<file path="config.mk">
export PLATFORM = sky130hd
export DESIGN_NAME = mem_op_engine
export DESIGN_NICKNAME = d
export VERILOG_FILES = /design/src/rtl/mope_pkg.sv /design/src/rtl/mope_range_chk.sv /design/src/rtl/mope_slot.sv /design/src/rtl/mem_op_engine.sv
export SDC_FILE = /design/constraint.sdc
export NUM_CORES = 1
export LEC_CHECK = 0
export BUFFER_PORTS_ARGS = -buffer_cell sky130_fd_sc_hd__buf_2
export CORE_MARGIN = 2
export CORE_UTILIZATION = 45
export CTS_CLUSTER_DIAMETER = 40
export DETAILED_ROUTE_END_ITERATION = 7
export HOLD_SLACK_MARGIN = 0.1
export SLEW_MARGIN = 20
export SYNTH_ARGS = -nofsm -noshare
export SYNTH_HDL_FRONTEND = slang
export SYNTH_HIERARCHICAL = 1
export SYNTH_SLANG_ARGS = --single-unit
</file>
<file path="constraint.sdc">
create_clock -name clk -period 18.1 [get_ports clk]
set_input_delay 2.715 -clock clk [delete_from_list [all_inputs] [get_ports clk]]
set_output_delay 2.715 -clock clk [all_outputs]
set_load 0.01 [all_outputs]
</file>
<file path="src/rtl/mope_pkg.sv">
package mope_pkg;
   typedef enum logic [1:0] {
      OP_TXAPP   = 2'd0,
      OP_COPY    = 2'd1,
      OP_REVCOPY = 2'd2,
      OP_XOR     = 2'd3
   } op_e;

   typedef enum logic [1:0] {
      PH_START  = 2'd0,
      PH_SECOND = 2'd1,
      PH_THIRD  = 2'd2
   } phase_e;
endpackage

</file>
<file path="src/rtl/mope_range_chk.sv">
module mope_range_chk #(
   parameter int AW = 12,
   parameter int CW = 8
) (
   input  logic [AW-1:0] base,
   input  logic [CW-1:0] len,
   output logic          over
);
   localparam logic [AW:0] LIMIT = (AW+1)'(1) << AW;
   assign over = ({1'b0, base} + (AW+1)'(len)) > LIMIT;
endmodule

</file>
<file path="src/rtl/mope_slot.sv">
module mope_slot
   import mope_pkg::*;
#(
   parameter int AW = 12,
   parameter int CW = 8
) (
   input  logic          clk,
   input  logic          rst_n,
   input  logic          load,
   input  op_e           load_op,
   input  logic [CW-1:0] load_cnt,
   input  logic [AW-1:0] load_src,
   input  logic [AW-1:0] load_dst,
   input  logic          adv,
   input  logic          fin,
   output logic          active,
   output op_e           op,
   output logic [CW-1:0] cnt,
   output logic [AW-1:0] src,
   output logic [AW-1:0] dst,
   output logic [CW-1:0] idx
);
   always_ff @(posedge clk) begin
      if (!rst_n) begin
         active <= 1'b0;
         op     <= OP_TXAPP;
         cnt    <= '0;
         src    <= '0;
         dst    <= '0;
         idx    <= '0;
      end else if (load) begin
         active <= 1'b1;
         op     <= load_op;
         cnt    <= load_cnt;
         src    <= load_src;
         dst    <= load_dst;
         idx    <= '0;
      end else begin
         if (fin) active <= 1'b0;
         if (adv) idx <= idx + 1'b1;
      end
   end
endmodule

</file>
<file path="src/rtl/mem_op_engine.sv">
module mem_op_engine
   import mope_pkg::*;
#(
   parameter int AW        = 12,
   parameter int CW        = 8,
   parameter int DW        = 8,
   parameter int LW        = 8,
   parameter int TXB_DEPTH = 128
) (
   input  logic          clk,
   input  logic          rst_n,
   input  logic          cmd_valid,
   input  logic [1:0]    cmd_op,
   input  logic          cmd_prio,
   input  logic [CW-1:0] cmd_count,
   input  logic [AW-1:0] cmd_src,
   input  logic [AW-1:0] cmd_dst,
   output logic          ram_en,
   output logic          ram_we,
   output logic [AW-1:0] ram_addr,
   output logic [DW-1:0] ram_wdata,
   input  logic [DW-1:0] ram_rdata,
   output logic          txb_we,
   output logic [DW-1:0] txb_wdata,
   input  logic [LW-1:0] txb_level,
   output logic          exc_done_lo,
   output logic          exc_done_hi,
   output logic          exc_usage,
   output logic          exc_addr_err,
   output logic          exc_tx_ovf,
   output logic [CW-1:0] tx_remain
);
   localparam int NSLOT = 2;
   localparam logic [LW-1:0] FULL_LVL = LW'(TXB_DEPTH);

   generate
      if (CW > AW) begin : g_bad_cw
         $error("count width must not exceed address width");
      end
      if (TXB_DEPTH >= (1 << LW)) begin : g_bad_depth
         $error("buffer depth must fit the level width");
      end
   endgenerate

   // per-level contexts
   logic [NSLOT-1:0] s_act, s_load, s_adv, s_fin;
   op_e              s_op  [NSLOT];
   logic [CW-1:0]    s_cnt [NSLOT];
   logic [CW-1:0]    s_idx [NSLOT];
   logic [AW-1:0]    s_src [NSLOT];
   logic [AW-1:0]    s_dst [NSLOT];

   for (genvar g = 0; g < NSLOT; g++) begin : g_slot
      mope_slot #(.AW(AW), .CW(CW)) u_slot (
         .clk(clk), .rst_n(rst_n), .load(s_load[g]),
         .load_op(op_e'(cmd_op)), .load_cnt(cmd_count),
         .load_src(cmd_src), .load_dst(cmd_dst),
         .adv(s_adv[g]), .fin(s_fin[g]),
         .active(s_act[g]), .op(s_op[g]), .cnt(s_cnt[g]),
         .src(s_src[g]), .dst(s_dst[g]), .idx(s_idx[g])
      );
   end

   // command intake
   logic src_bad, dst_bad, range_bad, busy, accept, immediate;

   mope_range_chk #(.AW(AW), .CW(CW)) u_src_chk (.base(cmd_src), .len(cmd_count), .over(src_bad));
   mope_range_chk #(.AW(AW), .CW(CW)) u_dst_chk (.base(cmd_dst), .len(cmd_count), .over(dst_bad));

   assign range_bad = src_bad | ((op_e'(cmd_op) != OP_TXAPP) & dst_bad);
   assign busy      = s_act[cmd_prio];
   assign accept    = cmd_valid & ~busy;
   assign immediate = accept & ((cmd_count == '0) | range_bad);

   always_comb begin
      s_load = '0;
      if (accept && !immediate) s_load[cmd_prio] = 1'b1;
   end

   // byte sequencer
   phase_e        phase, ph_nx;
   logic          cur, cur_nx, ps, sel;
   logic [DW-1:0] xor_hold;
   logic          step_done, ovf_now, last;
   op_e           cur_op;
   logic [AW-1:0] src_addr, fwd_dst, rev_dst;

   assign sel      = s_act[1];
   assign ps       = (phase == PH_START) ? sel : cur;
   assign cur_op   = s_op[ps];
   assign last     = (s_idx[ps] == s_cnt[ps] - CW'(1));
   assign src_addr = s_src[ps] + AW'(s_idx[ps]);
   assign fwd_dst  = s_dst[ps] + AW'(s_idx[ps]);
   assign rev_dst  = s_dst[ps] + AW'(CW'(s_cnt[ps] - s_idx[ps] - CW'(1)));

   always_comb begin
      ram_en    = 1'b0;
      ram_we    = 1'b0;
      ram_addr  = src_addr;
      ram_wdata = ram_rdata;
      txb_we    = 1'b0;
      txb_wdata = ram_rdata;
      s_adv     = '0;
      s_fin     = '0;
      step_done = 1'b0;
      ovf_now   = 1'b0;
      ph_nx     = phase;
      cur_nx    = cur;
      case (phase)
         PH_START: begin
            if (|s_act) begin
               cur_nx = sel;
               if (cur_op == OP_TXAPP && txb_level >= FULL_LVL) begin
                  ovf_now   = 1'b1;
                  s_fin[ps] = 1'b1;
               end else begin
                  ram_en = 1'b1;
                  ph_nx  = PH_SECOND;
               end
            end
         end
         PH_SECOND: begin
            if (cur_op == OP_XOR) begin
               ram_en   = 1'b1;
               ram_addr = fwd_dst;
               ph_nx    = PH_THIRD;
            end else begin
               if (cur_op == OP_TXAPP) begin
                  txb_we = 1'b1;
               end else begin
                  ram_en   = 1'b1;
                  ram_we   = 1'b1;
                  ram_addr = (cur_op == OP_REVCOPY) ? rev_dst : fwd_dst;
               end
               step_done = 1'b1;
               ph_nx     = PH_START;
            end
         end
         PH_THIRD: begin
            ram_en    = 1'b1;
            ram_we    = 1'b1;
            ram_addr  = fwd_dst;
            ram_wdata = ram_rdata ^ xor_hold;
            step_done = 1'b1;
            ph_nx     = PH_START;
         end
         default: ph_nx = PH_START;
      endcase
      if (step_done) begin
         s_adv[ps] = 1'b1;
         if (last) s_fin[ps] = 1'b1;
      end
   end

   always_ff @(posedge clk) begin
      if (!rst_n) begin
         phase        <= PH_START;
         cur          <= 1'b0;
         xor_hold     <= '0;
         exc_done_lo  <= 1'b0;
         exc_done_hi  <= 1'b0;
         exc_usage    <= 1'b0;
         exc_addr_err <= 1'b0;
         exc_tx_ovf   <= 1'b0;
         tx_remain    <= '0;
      end else begin
         phase        <= ph_nx;
         cur          <= cur_nx;
         if (phase == PH_SECOND) xor_hold <= ram_rdata;
         exc_done_lo  <= s_fin[0] | (immediate & ~cmd_prio);
         exc_done_hi  <= s_fin[1] | (immediate & cmd_prio);
         exc_usage    <= cmd_valid & busy;
         exc_addr_err <= immediate & range_bad;
         exc_tx_ovf   <= ovf_now;
         if (ovf_now) tx_remain <= s_cnt[ps] - s_idx[ps];
      end
   end
endmodule

</file>
==> results.py, run 1 <==
metrics = {
    "outcome": {
        "status": "complete, no violations",
    },
    "logic_synthesis": {
        "ys_warn_count": 6,
        "synth_nets": 1134,
        "synth_area_per_cell_sq_um": 8.29,
        "synth_area_leaders": "dfxtp_1, mux2i_1, ha_1, nor2b_1, nand2_1",
        "synthMuxAreaShare_pct": 13.2,
        "synth-xor-area-share_pct": 8.24,
        "synth_edf_count": 0,
        "yosys.area.top_type_share_pct": 25.9,
        "yosysUniqueCellTypes": 73,
        "synth-seq-area-share_pct": 25.9,
        "syn-cell-area_sq_mm": 0.00851,
        "syn_inst": 1026,
        "synth_top_area_cell": "dfxtp_1",
        "synth_top_family_by_area": "simple AND/OR/NAND/NOR gates",
        "synth_seq_cells": 110,
        "synthFlopType": "dfxtp_1",
        "synthAdderAreaFrac_pct": 9.16,
        "synth_compound_area_share_pct": 15.9,
        "synth-simple-area-share_pct": 23.0,
        "synthArstFlopShare_pct": 0,
    },
    "setup_path": {
        "crit_family": "multiplexers",
        "crit_path_start_kind": "flip-flop",
        "worstPathCellList": "inv_1 > ha_1 > mux2_4 > mux2i_1 > inv_1 > ha_1 > a21oi_1 > o21ai_0 > or4_1 > nand2_1 > xor2_1 > nor3b_1 > xnor2_1 > ha_1 > a21oi_1 > inv_1 > a31o_2 > nor2_1 > o21ai_0 > mux2_2 > o21ai_0 > a22o_1 > buf_2",
        "cp.arrival_ps": 5990,
        "r2r_cells": 15,
        "crit_type": "flip-flop to output port",
        "worstReg2RegStart": "phase[0]",
        "r2r-end": "g_slot[0].u_slot/active",
        "slowest_delay_ps": 560,
        "worstPathRequired_ps": 15390,
        "path_buf_inv": 4,
        "worstPathMaxFanout": 26,
        "cpMaxStageDelayCell": "or4_1",
        "crit_end": "ram_addr[9]",
        "reg2reg_slack_ps": 13570,
        "cp_num_cells": 23,
        "cp-end-kind": "output port",
        "startpoint": "phase[0]",
    },
    "drt": {
        "wl_per_cell_um": 17.5,
        "finalWirelength_um": 23000,
        "dr_total_vias": 7382,
        "vias_per_cell": 5.62,
        "ant_nets": 0,
        "drt_iter0_drc": 491,
        "drtPass1Iterations": 7,
        "drc_errors": 0,
    },
    "pwr": {
        "power_frac_clock_pct": 29.3,
        "power.leakage_nw": 3.87,
        "intPower_w": 0.000439,
        "vdd_drop_max_mv": 0.0427,
        "combPwrFrac_pct": 31.3,
        "cellPowerDensity_mw_per_mm2": 72.1,
        "p_sw_w": 0.000231,
        "sw_frac_of_total_pct": 34.4,
        "seqPwrFrac_pct": 39.4,
    },
    "global_route": {
        "grt_usage_pct": 23.3,
        "grt_first_pass_wirelength_um": 36300,
        "antenna_found_initial": 0,
        "grt_pass1_vias": 6545,
        "grt_max_degree": 97,
        "grt_overflow_total": 0,
    },
    "cts": {
        "cts.path.max_buffers": 2,
        "root_buffer": "clkbuf_16",
        "cts_made_buffers": 9,
        "cts_resized": 0,
        "clkSlewWorstSetupHoldPaths_ps": 80,
        "clkSinkCount": 110,
        "clk_latency_ps": 360,
        "post_cts_buffers": 0,
        "htreeDepth": 3,
        "cts_tree": "done",
        "ctsHoldBuffers": 0,
    },
    "timing": {
        "worst_pin_slew_ps": 841,
        "skew_ps": 10.4,
        "min_period_ps": 8700,
        "rsz0062_at_grt": "false",
        "finalMaxSlewViolations": 0,
        "fmax_ghz": 0.115,
        "final.setup.tns_ps": 0,
        "max_slew_margin_pct": 43.9,
        "setup_viol": 0,
        "worst_hold_slack_ps": 459,
        "hold_viol": 0,
        "fin_crit_sh_pct": 48.1,
    },
    "finish": {
        "num_antenna_cells": 0,
        "fillers": 1854,
        "synthToLayoutAreaGrowth_pct": 9.21,
        "seq_area_sq_mm": 0.00220,
        "multi_input_area_sq_mm": 0.00593,
        "layout.nets": 1184,
        "drive_gt1_share_pct": 12.7,
    },
    "min_path": {
        "hp-class": "flip-flop to flip-flop",
    },
    "floorplanning": {
        "core-area_sq_mm": 0.0186,
        "die_area_sq_mm": 0.0200,
        "die_w_um": 142,
        "start_util_pct": 45.6,
        "ios": 98,
        "fp.dieH_um": 142,
        "num_rows": 50,
    },
    "run": {
        "cap_violations": 0,
    },
    "place": {
        "routabilityCongestion": 0.934,
        "dp_hpwl_um": 17200,
        "place.port_buffers": 90,
    },
}
## flip-flops by register name, summed over array words and instances (netlist names), 2 cells and up
signal	count
g_slot.u_slot/idx	16
g_slot.u_slot/active	2
xor_hold	8
g_slot.u_slot/cnt	16
g_slot.u_slot/dst	24
phase	2
g_slot.u_slot/op	4
tx_remain	8
g_slot.u_slot/src	24
## layout by cell type (no fill, tap or decap), types with 6 or more instances in the layout
cell type  count
nand2_1      130
xnor2_1       48
nand2b_1      12
inv_1         24
o22ai_1        7
ha_1          51
nor3b_1        6
buf_2         90
or3_1          9
nor2_1        52
nor2b_1       90
a21oi_1       42
mux2i_1      106
nand3_1       20
and3_1         6
nand4_1        9
o21a_1         9
clkbuf_16      9
a21o_1        13
dfxtp_1      110
a211oi_1       9
nor3_1        11
and2_1        13
buf_4          6
maj3_1         7
o21ai_0       49
xor2_1        32
o21bai_1      12
## power by group through the flow
stage,registers [W],clock network [W],logic (W)
final,0.000264,0.000196,0.000210
after global routing,0.000265,0.000212,0.000233
after CTS,0.000263,0.000201,0.000209
after detailed placement,0.000269,0,0.000208
after global placement,0.000269,0,0.000206
after floorplan,0.000267,0,0.000156
## cell type report
type | count | share of cell area, %
well taps | 234 | 3.15
clock inverters | 5 | 0.471
clock buffers | 10 | 2.57
multi-input cells | 835 | 63.8
repair buffers | 96 | 5.33
flip-flops and latches | 110 | 23.7
inverters | 24 | 0.970
## worst register-to-register path, stage by stage (launching register included)
cell	delay, ps
dfxtp_1	330
inv_1	100
ha_1	430
mux2_4	480
buf_4	340
nand2_1	130
and2_1	290
inv_1	80
ha_1	240
nor2b_1	220
o21ai_0	310
or4_1	620
nand4bb_1	320
a21oi_1	300
nor2b_1	80
o21a_1	160
## worst min path at each step
stage | depth (start not counted) | endpoint | slack [ps] | start
3_3_place_gp | 2 | tx_remain[6] | 450 | tx_remain[6]
2_1_floorplan | 2 | cur | 470 | cur
4_1_cts | 2 | tx_remain[6] | 460 | tx_remain[6]
6_report | 2 | tx_remain[6] | 460 | tx_remain[6]
5_1_grt | 2 | tx_remain[6] | 480 | tx_remain[6]
3_5_place_dp | 2 | tx_remain[6] | 450 | tx_remain[6]
## per-stage QoR
stage / power, W / utilization (%) / area (sq um) / cells / worst slack (ps)
2_1_floorplan: 0.000423 / - / 8510 / 1026 / 9750
3_3_place_gp: 0.000475 / 48.3 / 9010 / 1299 / 9960
3_5_place_dp: 0.000477 / 48.3 / 9010 / 1299 / 9860
4_1_cts: 0.000673 / 49.8 / 9290 / 1314 / 9430
5_1_grt: 0.000710 / 49.8 / 9290 / 1314 / 8970
6_report: 0.000670 / 49.8 / 9290 / 1314 / 9400
## cells in the mapped netlist (3+ instances only)
| cell | number |
|---|---|
| nand2b_1 | 12 |
| a31oi_1 | 4 |
| o211a_1 | 4 |
| nand4_1 | 9 |
| a21boi_0 | 5 |
| nor2b_1 | 90 |
| a22o_1 | 5 |
| a211oi_1 | 9 |
| dfxtp_1 | 110 |
| maj3_1 | 7 |
| and2_1 | 13 |
| o21ai_0 | 49 |
| a21oi_1 | 42 |
| or3_1 | 9 |
| a21o_1 | 13 |
| a211oi_2 | 4 |
| nor4_1 | 3 |
| ha_1 | 51 |
| and3_1 | 6 |
| fa_1 | 3 |
| o21bai_1 | 12 |
| o221ai_1 | 4 |
| xnor2_1 | 48 |
| nor3_1 | 11 |
| o2111ai_1 | 4 |
| nand4_2 | 3 |
| o211ai_1 | 3 |
| o22ai_1 | 7 |
| xor2_1 | 32 |
| nor3b_1 | 7 |
| nand3_1 | 20 |
| buf_1 | 4 |
| clkbuf_1 | 26 |
| nor2_1 | 52 |
| buf_2 | 7 |
| inv_1 | 24 |
| buf_6 | 3 |
| nand2_1 | 130 |
| a221oi_1 | 3 |
| mux2i_1 | 107 |
| or4b_1 | 3 |
| o21a_1 | 9 |
| buf_4 | 16 |
## layer usage
metal | up-vias | share of wire (%) | GRT usage [%]
met3 | 18 | 5.0 | 2.09
met5 | - | 0 | 0
met4 | 0 | 1.6 | 6.95
met2 | 179 | 42 | 34.4
met1 | 3494 | 52 | 35.8
li1 | 3691 | - | -
## kinds of logic (layout without fill, tap and decap cells)
logic type / after synthesis / count (layout)
simple gates: 381 / 381
buf+inv: 81 / 135
mux: 111 / 111
xor+xnor: 80 / 80
compound gates: 201 / 201
fa+ha+maj: 62 / 62
flops: 110 / 110
Note: power is estimated with default switching activity, not from simulation.
==> run 2, diff against run 1 <==
clock period = 8.9 ns   (was 18.1 ns; I/O delays follow)
==> results.py, run 2 (synthesis results as in run 1) <==
metrics = {
    "cts": {
        "clkSlewWorstSetupHoldPaths_ps": 80,
        "clk_latency_ps": 360,
        "cts_resized": 0,
        "cts_made_buffers": 9,
        "ctsHoldBuffers": 0,
        "clkSinkCount": 110,
        "post_cts_buffers": 0,
        "cts.path.max_buffers": 2,
        "root_buffer": "clkbuf_16",
        "cts_tree": "done",
        "htreeDepth": 3,
    },
    "drt": {
        "drtPass1Iterations": 5,
        "finalWirelength_um": 22900,
        "wl_per_cell_um": 17.4,
        "dr_total_vias": 7287,
        "drt_iter0_drc": 460,
        "drc_errors": 0,
        "ant_nets": 0,
        "vias_per_cell": 5.55,
    },
    "timing": {
        "worst_pin_slew_ps": 855,
        "hold_viol": 0,
        "finalMaxSlewViolations": 0,
        "final.setup.tns_ps": 0,
        "max_slew_margin_pct": 43.0,
        "min_period_ps": 7210,
        "setup_viol": 0,
        "fin_crit_sh_pct": 81.0,
        "fmax_ghz": 0.139,
        "skew_ps": 10.8,
        "rsz0062_at_grt": "false",
    },
    "place": {
        "place.port_buffers": 90,
        "routabilityCongestion": 0.894,
        "placed_cells": 1299,
        "placed_area_sq_mm": 0.00901,
        "dp_hpwl_um": 17200,
    },
    "finish": {
        "final_common_cell": "nand2_1",
        "final_cell_mix": "nand2_1, dfxtp_1, mux2i_1, nor2b_1, buf_2",
        "drive_gt1_share_pct": 12.7,
        "reg_top3": "g_slot.u_slot/dst x24, g_slot.u_slot/src x24",
        "layout.nets": 1184,
        "synthToLayoutAreaGrowth_pct": 9.50,
        "num_antenna_cells": 0,
        "finish.instance_area_sq_mm": 0.00932,
        "final_cells": 1314,
    },
    "floorplanning": {
        "die_w_um": 142,
        "die_area_sq_mm": 0.0200,
        "start_util_pct": 45.6,
        "core-area_sq_mm": 0.0186,
        "num_rows": 50,
        "ios": 98,
        "fp.dieH_um": 142,
    },
    "setup_path": {
        "cp.arrival_ps": 5870,
        "crit_type": "flip-flop to output port",
        "cp-end-kind": "output port",
        "worstPathRequired_ps": 7570,
        "worstPathMaxFanout": 24,
        "crit_path_start_kind": "flip-flop",
    },
    "global_route": {
        "grt_max_degree": 92,
        "grt_overflow_total": 0,
        "grt_usage_pct": 22.9,
        "grt_first_pass_wirelength_um": 35700,
        "grt_pass1_vias": 6455,
        "antenna_found_initial": 0,
    },
    "pwr": {
        "power.leakage_nw": 3.89,
        "vdd_drop_max_mv": 0.113,
        "cellPowerDensity_mw_per_mm2": 149,
        "sw_frac_of_total_pct": 33.8,
        "p_sw_w": 0.000468,
        "power_frac_clock_pct": 30.8,
        "seqPwrFrac_pct": 38.7,
        "intPower_w": 0.000917,
        "combPwrFrac_pct": 30.5,
    },
    "outcome": {
        "status": "complete, no violations",
    },
    "run": {
        "cap_violations": 0,
    },
    "min_path": {
        "hp-class": "flip-flop to flip-flop",
    },
}
[run 2: worst max-delay path: stages (launching register included)]
cell and delay (ps):
dfxtp_1 330, inv_1 90, ha_1 410, mux2_4 430
mux2i_1 380, inv_1 90, ha_1 310, a21oi_1 120
o21ai_0 140, or4_1 570, nand2_1 100, xor2_1 400
nor3b_1 300, xnor2_1 170, ha_1 320, a21oi_1 190
inv_1 60, a31o_2 230, nor2_1 80, o21ai_0 70
mux2_2 280, o21ai_0 80, a22o_1 170, buf_2 130
[run 2: final timing paths]
kind | startpoint | to | slack (ps) | cells after the start
max | phase[0] | ram_addr[9] | 1690 | 23
max reg2reg | phase[0] | g_slot[1].u_slot/active | 4240 | 16
min reg2reg | tx_remain[6] | tx_remain[6] | 450 | 2
min | tx_remain[6] | tx_remain[6] | 450 | 2
[run 2: routing by layer]
metal  wire length, um  GRT usage (%)  vias to the layer above  share of wire (%)
met5                 0              0                        -                  0
met4               236           5.63                        0                1.0
met1             11600           34.2                     3388                 51
met3              1040           2.67                       15                4.6
met2              9970           35.2                      186                 44
li1                  -              -                     3698                  -
[run 2: layout make-up]
type                    count  area (sq um)
flip-flops and latches    110          2200
well taps                 234           293
multi-input cells         835          5930
inverters                  24          90.1
repair buffers             96           495
clock buffers               9           225
fillers                  1843          9330
clock inverters             6          82.6
[run 2: power by group through the flow]
stage | Clock [W] | Combinational, W | Sequential, W
floorplan | 0 | 0.000318 | 0.000543
global placement | 0 | 0.000417 | 0.000547
detailed placement | 0 | 0.000420 | 0.000547
CTS | 0.000439 | 0.000421 | 0.000536
global route | 0.000460 | 0.000469 | 0.000539
finish | 0.000426 | 0.000423 | 0.000536
[run 2: through the flow]
step	setup WS [ps]	total power, W	hold slack [ps]	utilization (%)
after floorplan	1930	0.000860	468	-
after global placement	2230	0.000964	444	48.3
after detailed placement	2180	0.000967	442	48.3
after CTS	1750	0.00140	453	50.0
after global routing	1330	0.00147	481	50.0
final	1690	0.00139	449	50.0
